## src/rtl/sei_pkg.sv

```systemverilog
package sei_pkg;
  localparam int unsigned MAX_PINS = 32;
  localparam int unsigned IDX_W    = $clog2(MAX_PINS);

  typedef logic [MAX_PINS-1:0] pin_vec_t;
  typedef logic [IDX_W-1:0]    pin_idx_t;

  // Per-pin trigger: the edge selected by polarity, gated by enable.
  function automatic logic pin_hit(logic now_l, logic was_l, logic pol_l, logic en_l);
    logic rise_l, fall_l;
    rise_l = now_l & ~was_l;
    fall_l = ~now_l & was_l;
    return en_l & (pol_l ? rise_l : fall_l);
  endfunction

  // Lowest set bit index; used only to pick which pin releases the lockout.
  function automatic pin_idx_t first_set(pin_vec_t v);
    pin_idx_t r;
    r = '0;
    for (int i = MAX_PINS - 1; i >= 0; i--) begin
      if (v[i]) r = pin_idx_t'(i);
    end
    return r;
  endfunction

  // Mask of all bits strictly below idx.
  function automatic pin_vec_t below_mask(pin_idx_t idx);
    return (pin_vec_t'(1) << idx) - pin_vec_t'(1);
  endfunction
endpackage

```

## src/rtl/sei_pin_sync.sv

```systemverilog
module sei_pin_sync #(
  parameter int unsigned WIDTH  = 8,
  parameter int unsigned STAGES = 2
) (
  input  logic             clk,
  input  logic             rst_n,
  input  logic [WIDTH-1:0] raw_i,
  output logic [WIDTH-1:0] sync_o,
  output logic [WIDTH-1:0] prev_o
);
  logic [STAGES-1:0][WIDTH-1:0] chain_q;
  logic [WIDTH-1:0]             prev_q;

  always_ff @(posedge clk or negedge rst_n) begin
    if (!rst_n) begin
      chain_q <= '0;
      prev_q  <= '0;
    end else begin
      chain_q[0] <= raw_i;
      for (int s = 1; s < STAGES; s++) chain_q[s] <= chain_q[s-1];
      prev_q <= chain_q[STAGES-1];
    end
  end

  assign sync_o = chain_q[STAGES-1];
  assign prev_o = prev_q;
endmodule

```

## src/rtl/sei_edge_qualify.sv

```systemverilog
module sei_edge_qualify #(
  parameter int unsigned WIDTH = 8
) (
  input  logic [WIDTH-1:0] sync_i,
  input  logic [WIDTH-1:0] prev_i,
  input  logic [WIDTH-1:0] pol_i,
  input  logic [WIDTH-1:0] en_i,
  output logic [WIDTH-1:0] trig_o
);
  import sei_pkg::*;

  generate
    for (genvar p = 0; p < WIDTH; p++) begin : g_pin
      assign trig_o[p] = pin_hit(sync_i[p], prev_i[p], pol_i[p], en_i[p]);
    end
  endgenerate
endmodule

```

## src/rtl/sei_lockout.sv

```systemverilog
module sei_lockout #(
  parameter int unsigned WIDTH = 8
) (
  input  logic             clk,
  input  logic             rst_n,
  input  logic [WIDTH-1:0] trig_i,
  input  logic [WIDTH-1:0] sync_i,
  input  logic [WIDTH-1:0] en_i,
  input  logic [WIDTH-1:0] pol_i,
  output logic             irq_o
);
  import sei_pkg::*;

  pin_vec_t trig_w, sync_w, en_w, pol_w;
  assign trig_w = pin_vec_t'(trig_i);
  assign sync_w = pin_vec_t'(sync_i);
  assign en_w   = pin_vec_t'(en_i);
  assign pol_w  = pin_vec_t'(pol_i);

  logic     locked_q, irq_q;
  pin_idx_t owner_q;

  logic any_hit_w, owner_en_w, owner_active_w, release_w, grab_w;
  assign any_hit_w      = |trig_i;
  assign owner_en_w     = en_w[owner_q];
  assign owner_active_w = (sync_w[owner_q] == pol_w[owner_q]);
  assign release_w      = locked_q & (~owner_en_w | ~owner_active_w);
  assign grab_w         = ~locked_q & any_hit_w;

  always_ff @(posedge clk or negedge rst_n) begin
    if (!rst_n) begin
      locked_q <= 1'b0;
      owner_q  <= '0;
      irq_q    <= 1'b0;
    end else begin
      irq_q <= grab_w;
      if (grab_w) begin
        locked_q <= 1'b1;
        owner_q  <= first_set(trig_w);
      end else if (release_w) begin
        locked_q <= 1'b0;
      end
    end
  end

  assign irq_o = irq_q;


  irq_one_cycle_chk: assert property (@(posedge clk) disable iff (!rst_n)
    irq_q |=> !irq_q);

  irq_has_cause_chk: assert property (@(posedge clk) disable iff (!rst_n)
    irq_q |-> $past(any_hit_w));

  lock_blocks_irq_chk: assert property (@(posedge clk) disable iff (!rst_n)
    locked_q |=> !irq_q);

  lock_holds_chk: assert property (@(posedge clk) disable iff (!rst_n)
    (locked_q && owner_en_w && owner_active_w) |=> locked_q);

  release_inactive_chk: assert property (@(posedge clk) disable iff (!rst_n)
    (locked_q && owner_en_w && !owner_active_w) |=> !locked_q);

  release_disable_chk: assert property (@(posedge clk) disable iff (!rst_n)
    (locked_q && !owner_en_w) |=> !locked_q);

  owner_lowest_chk: assert property (@(posedge clk) disable iff (!rst_n)
    $rose(locked_q) |-> ((($past(trig_w) & below_mask(owner_q)) == '0) &&
                         ((($past(trig_w) >> owner_q) & pin_vec_t'(1)) != '0)));
endmodule

```

## src/rtl/shared_edge_irq.sv

```systemverilog
module shared_edge_irq #(
  parameter int unsigned PIN_COUNT  = 8,
  parameter int unsigned SYNC_DEPTH = 2
) (
  input  logic                 clk,
  input  logic                 rst_n,
  input  logic [PIN_COUNT-1:0] port_pins_i,
  input  logic [PIN_COUNT-1:0] trig_en_i,
  input  logic [PIN_COUNT-1:0] trig_pol_i,
  output logic                 irq_o
);
  // PIN_COUNT must not exceed sei_pkg::MAX_PINS; SYNC_DEPTH must be at least 1.
  logic [PIN_COUNT-1:0] sync_w, prev_w, trig_w;

  sei_pin_sync #(.WIDTH(PIN_COUNT), .STAGES(SYNC_DEPTH)) u_sync (
    .clk    (clk),
    .rst_n  (rst_n),
    .raw_i  (port_pins_i),
    .sync_o (sync_w),
    .prev_o (prev_w)
  );

  sei_edge_qualify #(.WIDTH(PIN_COUNT)) u_edge (
    .sync_i (sync_w),
    .prev_i (prev_w),
    .pol_i  (trig_pol_i),
    .en_i   (trig_en_i),
    .trig_o (trig_w)
  );

  sei_lockout #(.WIDTH(PIN_COUNT)) u_lock (
    .clk    (clk),
    .rst_n  (rst_n),
    .trig_i (trig_w),
    .sync_i (sync_w),
    .en_i   (trig_en_i),
    .pol_i  (trig_pol_i),
    .irq_o  (irq_o)
  );


  reset_quiet_chk: assert property (@(posedge clk) disable iff (!rst_n)
    $rose(rst_n) |-> !irq_o);

  disabled_only_no_irq_chk: assert property (@(posedge clk) disable iff (!rst_n)
    (trig_en_i == '0) |=> !irq_o);
endmodule

```

## config.mk

```make
export PLATFORM = sky130hd
export DESIGN_NAME = shared_edge_irq
export DESIGN_NICKNAME = d
export VERILOG_FILES = /design/src/rtl/sei_pkg.sv /design/src/rtl/sei_pin_sync.sv /design/src/rtl/sei_edge_qualify.sv /design/src/rtl/sei_lockout.sv /design/src/rtl/shared_edge_irq.sv
export SDC_FILE = /design/constraint.sdc
export NUM_CORES = 1
export LEC_CHECK = 0
export CAP_MARGIN = 20
export CORE_MARGIN = 2
export CORE_UTILIZATION = 52
export CTS_CLUSTER_DIAMETER = 30
export DETAILED_ROUTE_END_ITERATION = 16
export PLACE_DENSITY = 0.82
export SYNTH_ARGS = -nofsm -noshare
export SYNTH_HDL_FRONTEND = slang
export SYNTH_SLANG_ARGS = --single-unit
```

## constraint.sdc

```tcl
create_clock -name clk -period 3.7 [get_ports clk]
set_clock_uncertainty 0.05 [all_clocks]
set_input_delay 0.555 -clock clk [delete_from_list [all_inputs] [get_ports clk]]
set_output_delay 0.555 -clock clk [all_outputs]
set_load 0.005 [all_outputs]
```

## Word-level counts from Yosys, hierarchy flattened

Cells that the tools add are included.
Widths: inputs -> output; s select.

| cells by class | value |
|---|---|
| bitwise logic cells | 46 |
| reduce and logical (&&, ||, !) cells | 2 |
| equal/unequal tests | 1 |
| order comparisons | 1 |
| muxes and demuxes | 24 |

Operator list:

| kind | count |
|---|---|
| $and 1x1->1 | 26 |
| $mux 3 | 8 |
| $not 1->1 | 19 |
| $bmux 1 s5 | 3 |
| $mux 1 | 13 |
| $reduce_or 8->1 | 1 |
| $lt 5x6->1 const B | 1 |
| $reduce_bool 2->1 | 1 |
| $eq 1x1->1 | 1 |
| $or 1x1->1 | 1 |

| word-level totals | value |
|---|---|
| register bits after elaboration | 31 |
| output and inout port bits | 1 |
| input bits | 26 |
| logic and storage cells | 80 |

## Longest topological paths before layout

Gate-level depths: netlist (run 1).

| depth | value |
|---|---|
| depth in word-level cells | 12 |
| gate-level depth with buffers | 5 |

## By module

A second synthesis (run 1) with hierarchy kept.

| second synthesis, totals | value |
|---|---|
| cells, all modules | 94 |
| area total of the unflattened synthesis | 1,293.7 um^2 |

Modules (own cells, without submodules):

| module | seq. area each (um^2) | instances | cells an instance | area an instance (um^2) |
|---|---|---|---|---|
| sei_pin_sync | 600.6 | 1 | 32 | 660.6 |
| sei_lockout | 125.1 | 1 | 38 | 442.9 |
| sei_edge_qualify | 0.0 | 1 | 24 | 190.2 |

## Worst setup path before layout (run 1)

No wires, ideal clock.

| timing | value |
|---|---|
| path kind | input-to-reg |
| start | input trig_pol_i[7] |
| end | register u_lock.owner_q[0] |
| setup time | 0.125 ns |
| path slack | 1.976 ns |
| arrival time | 1.549 ns |
| data required time | 3.525 ns |
| buffers on the path | 0 |
| cell stages on the path | 5 |
| cells stage by stage | and4bb_1 -> a31oi_1 -> a41oi_1 -> nor2_2 -> mux2_4 |

| between the ends | value |
|---|---|
| cells in the longest elaborated chain, start to end | 10 |
| elaborated cells on any way between the ends | 12 |

Ends and longest elaborated chain:

| what | line | text |
|---|---|---|
| start, declared | shared_edge_irq.sv:9 | `input logic [PIN_COUNT-1:0] trig_pol_i,` |
| $mux 1 (*) | sei_pkg.sv:13 | `return en_l & (pol_l ? rise_l : fall_l);` |
| $and 1x1->1 (*) | sei_pkg.sv:13 |  |
| $mux 3 (8 in series) | sei_pkg.sv:21 | `if (v[i]) r = pin_idx_t'(i);` |
| end signal, assigned | sei_lockout.sv:39 | `owner_q <= first_set(trig_w);` |
| end, declared | sei_lockout.sv:21 | `pin_idx_t owner_q;` |

Mark *: on every way between the ends. The rest lies on a longest branch, timed or not.
A chain may end at the register's enable or synchronous reset.

## Worst setup path after layout (run 1)

Same ends and word-level chain as after synthesis.

==> results of run 1 <==
## through the flow
stage / utilization [%] / setup slack [ps] / cells
2_1_floorplan: - / 1980 / 85
3_3_place_gp: 68.3 / 1380 / 138
3_5_place_dp: 68.3 / 1290 / 138
4_1_cts: 71.4 / 1640 / 146
5_1_grt: 71.4 / 1520 / 146
6_report: 71.4 / 1620 / 146
## worst paths after layout
kind | start | to | slack, ps | cells after the start
worst max register to register | u_sync.sync_o[4] | u_lock.owner_q[0] | 1870 | 5
worst max-delay path | trig_pol_i[7] | u_lock.owner_q[0] | 1620 | 6
min in group asynchronous | rst_n | u_lock.irq_o | 540 | 2
worst min register to register | u_sync.chain_q[3] | u_sync.sync_o[3] | 300 | 0
max in group asynchronous | rst_n | u_sync.sync_o[3] | 2780 | 2
worst min-delay path | u_sync.chain_q[3] | u_sync.sync_o[3] | 300 | 0
## placed cells by master, fill, tap and decap left out, types with 2 or more instances in the layout
master           Yosys  final
clkdlybuf4s50_1      0     26
clkbuf_4             0      5
xnor2_1              2      2
nor2_1               2      2
and3b_1              5      5
nor2b_1              2      2
mux4_2               6      6
and4bb_1             3      3
dfrtp_1             29     29
nor3b_1              5      5
a41oi_1              3      3
nand3_1              2      2
clkbuf_8             0      2
a31o_1               2      2
o21ai_1              4      4
a31oi_1              4      4
## final cells by class
class                           count  area [sq um]
Clock inverter                      1          5.00
Tap cell                           28          35.0
Multi-Input combinational cell     53           493
Sequential cell                    29           726
Timing Repair Buffer               27           268
Clock buffer                        7          65.1
Fill cell                         160           638
Inverter                            1          3.75
## sequential cells by signal (all words and copies together) (netlist names)
name,cells
u_sync.sync_o,8
u_lock.owner_q,3
u_sync.chain_q,8
u_lock.locked_q,1
u_sync.prev_o,8
u_lock.irq_o,1
## per-layer routing
metal / up-vias / wire length, um / GRT usage [%]
met4: 0 / 53 / 11.5
met5: - / 0 / 0
met1: 430 / 1010 / 24.8
met2: 21 / 1350 / 37.5
li1: 399 / - / -
met3: 9 / 100 / 8.29
## worst reg2reg max path: cells and delay by family, from the launching register on
kind,cells,cell delay (ps)
compound gates,2,500
flops,1,430
mux,1,320
simple gates,2,420
## synthesized netlist by cell type
| cell type | count |
|---|---|
| nand3_1 | 2 |
| nor2_1 | 2 |
| nor2b_1 | 2 |
| a31oi_1 | 4 |
| xnor2_1 | 2 |
| nor3b_1 | 5 |
| o21ai_1 | 4 |
| nand4_1 | 1 |
| a41oi_1 | 3 |
| nand2_1 | 1 |
| inv_1 | 1 |
| mux2_4 | 1 |
| and2b_1 | 1 |
| nor2_2 | 1 |
| a31o_1 | 2 |
| a311oi_1 | 1 |
| mux4_2 | 6 |
| a31o_2 | 1 |
| and4bb_1 | 3 |
| a21boi_0 | 1 |
| o22a_1 | 1 |
| nand4b_1 | 1 |
| or2_2 | 1 |
| dfrtp_1 | 29 |
| o22ai_1 | 1 |
| buf_2 | 2 |
| and3b_1 | 5 |
| o21ai_2 | 1 |
## power groups by stage
stage	registers (uW)	logic (uW)	clock network, uW
2_1_floorplan	380	183	0
3_3_place_gp	418	209	0
3_5_place_dp	424	218	0
4_1_cts	418	218	225
5_1_grt	426	232	245
6_report	419	215	217
## cell families after synthesis
family / Yosys count
compound gates: 19
simple gates: 25
xor+xnor: 2
flops: 29
buf+inv: 3
mux: 7
==> impl_metrics.json, run 1 <==
{
  "die_w_um": 52.7,
  "intPower_uw": 612,
  "antenna_found_initial": 0,
  "postCtsHoldBufs": 0,
  "final_nets": 143,
  "cts_tree": "done",
  "swShare_pct": 28.2,
  "path_clk_slew_ps": 90,
  "grt_max_degree": 30,
  "clkSinkCount": 29,
  "min_period_ps": 2080,
  "clock_path_buffers": 2,
  "drc": 0,
  "synth_top_family_by_area": "simple AND/OR/NAND/NOR gates",
  "synth_fa_ha_area_share_pct": 0,
  "worstSkewPairLatency_ps": 330,
  "cp.arrival_ps": 2240,
  "crit_path_cell_trace": "clkdlybuf4s50_1 > and4bb_1 > a31oi_1 > a41oi_1 > nor2_2 > mux2_4",
  "routedWlPerCell_um": 17.2,
  "yosys.area_share.simple_pct": 15.2,
  "htreeDepth": 2,
  "yosysTopAreaCell": "dfrtp_1",
  "initial_core_util_pct": 55.2,
  "grt_pass1_vias": 962,
  "status": "complete, no violations",
  "synth.area.mux_share_pct": 12.2,
  "finalPower_uw": 851,
  "finalMaxSlewViolations": 0,
  "grt.overflow.total": 0,
  "required_ps": 3860,
  "synth_top_area_share_pct": 58.9,
  "ys_types": 28,
  "p_sw_uw": 240,
  "die-area_sq_um": 2780,
  "antenna_cells": 0,
  "core_sq_um": 2230,
  "setup_viol": 0,
  "critPathTopFamily": "buffers and inverters",
  "worstSetupEndpointType": "register",
  "fmax_mhz": 482,
  "boundaryPins": 27,
  "rows": 17,
  "cts_buffers": 5,
  "setup.worst_path.start_class": "primary input",
  "maxSlewHeadroom_pct": 73.7,
  "vias": 859,
  "grt_pass1_wl_um": 4230,
  "gp_congestion": 0.802,
  "root_buffer": "clkbuf_4",
  "hold_violations": 0,
  "cpMaxStageDelayCell": "clkdlybuf4s50_1",
  "placed_area_sq_um": 1530,
  "die_height_um": 52.7,
  "yosysSeqAreaShare_pct": 58.9,
  "cts_setup_buffers": 0,
  "synth-compound-area-share_pct": 11.2,
  "critPathBufInv": 1,
  "rsz0062_at_grt": "no",
  "ir_drop_v": 0.000378,
  "cts_resized": 0,
  "antenna_left": 0,
  "power.density_nw_per_um2": 534,
  "port_buffers": 26,
  "first_pass_iters": 2,
  "setup_tns_ps": 0,
  "synth_area_leaders": "dfrtp_1 59%, mux4_2 11%, and3b_1 3.6%",
  "hpwlAfterDp_um": 1880,
  "synth_warnings": 0,
  "drtIter0Drc": 12,
  "combPwrFrac_pct": 25.3,
  "syn_to_final_growth_pct": 29.4,
  "synthCells": 85,
  "tightest_slew_ps": 394,
  "fin_area_sq_um": 1600,
  "synth_xor_area_share_pct": 1.42,
  "syn_area_sq_um": 1230,
  "p_seq_share_pct": 49.2,
  "hold_path_class": "register to register",
  "syn_area_per_cell_sq_um": 14.5,
  "viasPerCell": 5.88,
  "grt_use_total_pct": 22.4,
  "max_stage_delay_ps": 530,
  "power_frac_clock_pct": 25.5,
  "ys_ff_latch": 29,
  "path_class": "primary input to register",
  "maxCapViolations": 0,
  "p_leak_uw": 0.000672,
  "path_max_fanout": 4,
  "post-route-period-util_pct": 56.1,
  "hold_slack_ps": 304,
  "synth_nets": 111,
  "drive_above_1_share_pct": 16.9,
  "routed_wl_um": 2510
}
Note: power is estimated with default switching activity, not from simulation.
==> run 2, diff against run 1 <==
Settings changed: CORE_UTILIZATION 52 to 44, PLACE_DENSITY 0.82 to 0.74.
Clock period 3.7 ns to 1.9 ns, I/O delays scaled along.
==> impl_metrics.json, run 2 (same netlist as run 1, synthesis figures left out) <==
{
  "r2r-end": "u_lock.owner_q[0]",
  "maxSlewHeadroom_pct": 74.1,
  "drc": 0,
  "setup_tns_ps": 0,
  "tightest_slew_ps": 389,
  "final_common_cell": "dfrtp_1",
  "htreeDepth": 2,
  "initial_core_util_pct": 45.5,
  "clkSinkCount": 29,
  "drive_above_1_share_pct": 24.0,
  "grt_use_met2_pct": 28.6,
  "clock_path_buffers": 2,
  "viasPerCell": 5.57,
  "boundaryPins": 27,
  "dp_cells": 152,
  "worstSetupEndpointType": "register",
  "reg2reg_depth": 5,
  "required_ps": 2080,
  "worst-r2r-setup-slack_ps": 200,
  "crit_path_cell_trace": "clkdlybuf4s50_1 > and4bb_1 > a31oi_1 > a41oi_1 > nor2_2 > mux2_4",
  "worstSkewPairLatency_ps": 330,
  "grt_pass1_wl_um": 4110,
  "gp_congestion": 0.828,
  "antenna_cells": 0,
  "status": "complete, no violations",
  "cp.arrival_ps": 1910,
  "root_buffer": "clkbuf_4",
  "routed_wl_um": 2440,
  "rsz0062_at_grt": "no",
  "core_sq_um": 2710,
  "hold_violations": 0,
  "maxCapViolations": 0,
  "use_met1_pct": 18.8,
  "port_buffers": 26,
  "max_stage_delay_ps": 470,
  "antenna_left": 0,
  "routedWlPerCell_um": 15.3,
  "hpwlAfterDp_um": 1720,
  "grt_busiest_layer": "met2",
  "ir_drop_v": 0.000800,
  "setup.worst_path.start_class": "primary input",
  "worstSetupStartpoint": "trig_pol_i[0]",
  "r2r-start": "u_sync.prev_o[0]",
  "finalMaxSlewViolations": 0,
  "cts_setup_buffers": 0,
  "cpMaxStageDelayCell": "clkdlybuf4s50_1",
  "path_max_fanout": 2,
  "path_clk_slew_ps": 100,
  "hold_slack_ps": 265,
  "postCtsHoldBufs": 0,
  "rows": 19,
  "vias": 891,
  "finalPower_uw": 1800,
  "cts_resized": 0,
  "die_height_um": 56.9,
  "syn_to_final_growth_pct": 38.0,
  "grt_max_degree": 30,
  "post-route-period-util_pct": 90.9,
  "die-area_sq_um": 3240,
  "grt.overflow.total": 0,
  "power.density_nw_per_um2": 1060,
  "grt_use_total_pct": 17.3,
  "final_nets": 154,
  "met3_usage_pct": 7.37,
  "p_leak_uw": 0.000726,
  "cts_buffers": 5,
  "first_pass_iters": 4,
  "setup_viol": 0,
  "drtIter0Drc": 45,
  "antenna_found_initial": 0,
  "fmax_mhz": 579,
  "fin_cells": 160,
  "path_class": "primary input to register",
  "crit_path_end": "u_lock.owner_q[0]",
  "die_w_um": 56.9,
  "hold_path_class": "primary input to asynchronous set/reset pin",
  "layout_common_cells": "29 x dfrtp_1, 26 x clkdlybuf4s50_1, 12 x buf_4",
  "min_period_ps": 1730,
  "grt_pass1_vias": 941,
  "cts_tree": "done"
}
-- run 2: critical path: cells and delay by family --
kind,cells,cell delay [ps]
mux,1,310
buf+inv,1,470
compound gates,2,450
simple gates,2,400
-- run 2: worst min-delay path by stage --
stage	to	startpoint	cells past startpoint
final	u_sync.prev_o[7]	rst_n	2
after global routing	u_sync.chain_q[4]	rst_n	2
after CTS	u_sync.prev_o[1]	rst_n	2
after detailed placement	u_sync.sync_o[1]	u_sync.chain_q[1]	0
after global placement	u_sync.sync_o[7]	u_sync.chain_q[7]	0
after floorplan	u_lock.irq_o	rst_n	0
-- run 2: per-layer routing --
| metal | share of wire (%) | up-vias |
|---|---|---|
| li1 | - | 421 |
| met1 | 39 | 440 |
| met2 | 55 | 26 |
| met3 | 5.1 | 4 |
| met4 | 0.94 | 0 |
| met5 | 0 | - |
-- run 2: per-stage QoR --
step	setup slack (ps)	util, %	area [sq um]
after floorplan	355	-	1230
after global placement	-88.9	59.5	1610
after detailed placement	-134	59.5	1610
after CTS	186	62.7	1700
after global routing	102	62.7	1700
final	172	62.7	1700
-- run 2: final cells by class --
cell class                      count  area [sq um]
Clock buffer                        6          51.3
Fill cell                         216          1010
Timing Repair Buffer               38           350
Tap cell                           31          38.8
Multi-Input combinational cell     53           493
Sequential cell                    29           726
Inverter                            1          3.75
Clock inverter                      2          37.5
-- run 2: power breakdown --
part           internal [uW]  switching, uW
clock network            312            224
logic                    306            142
registers                694            117
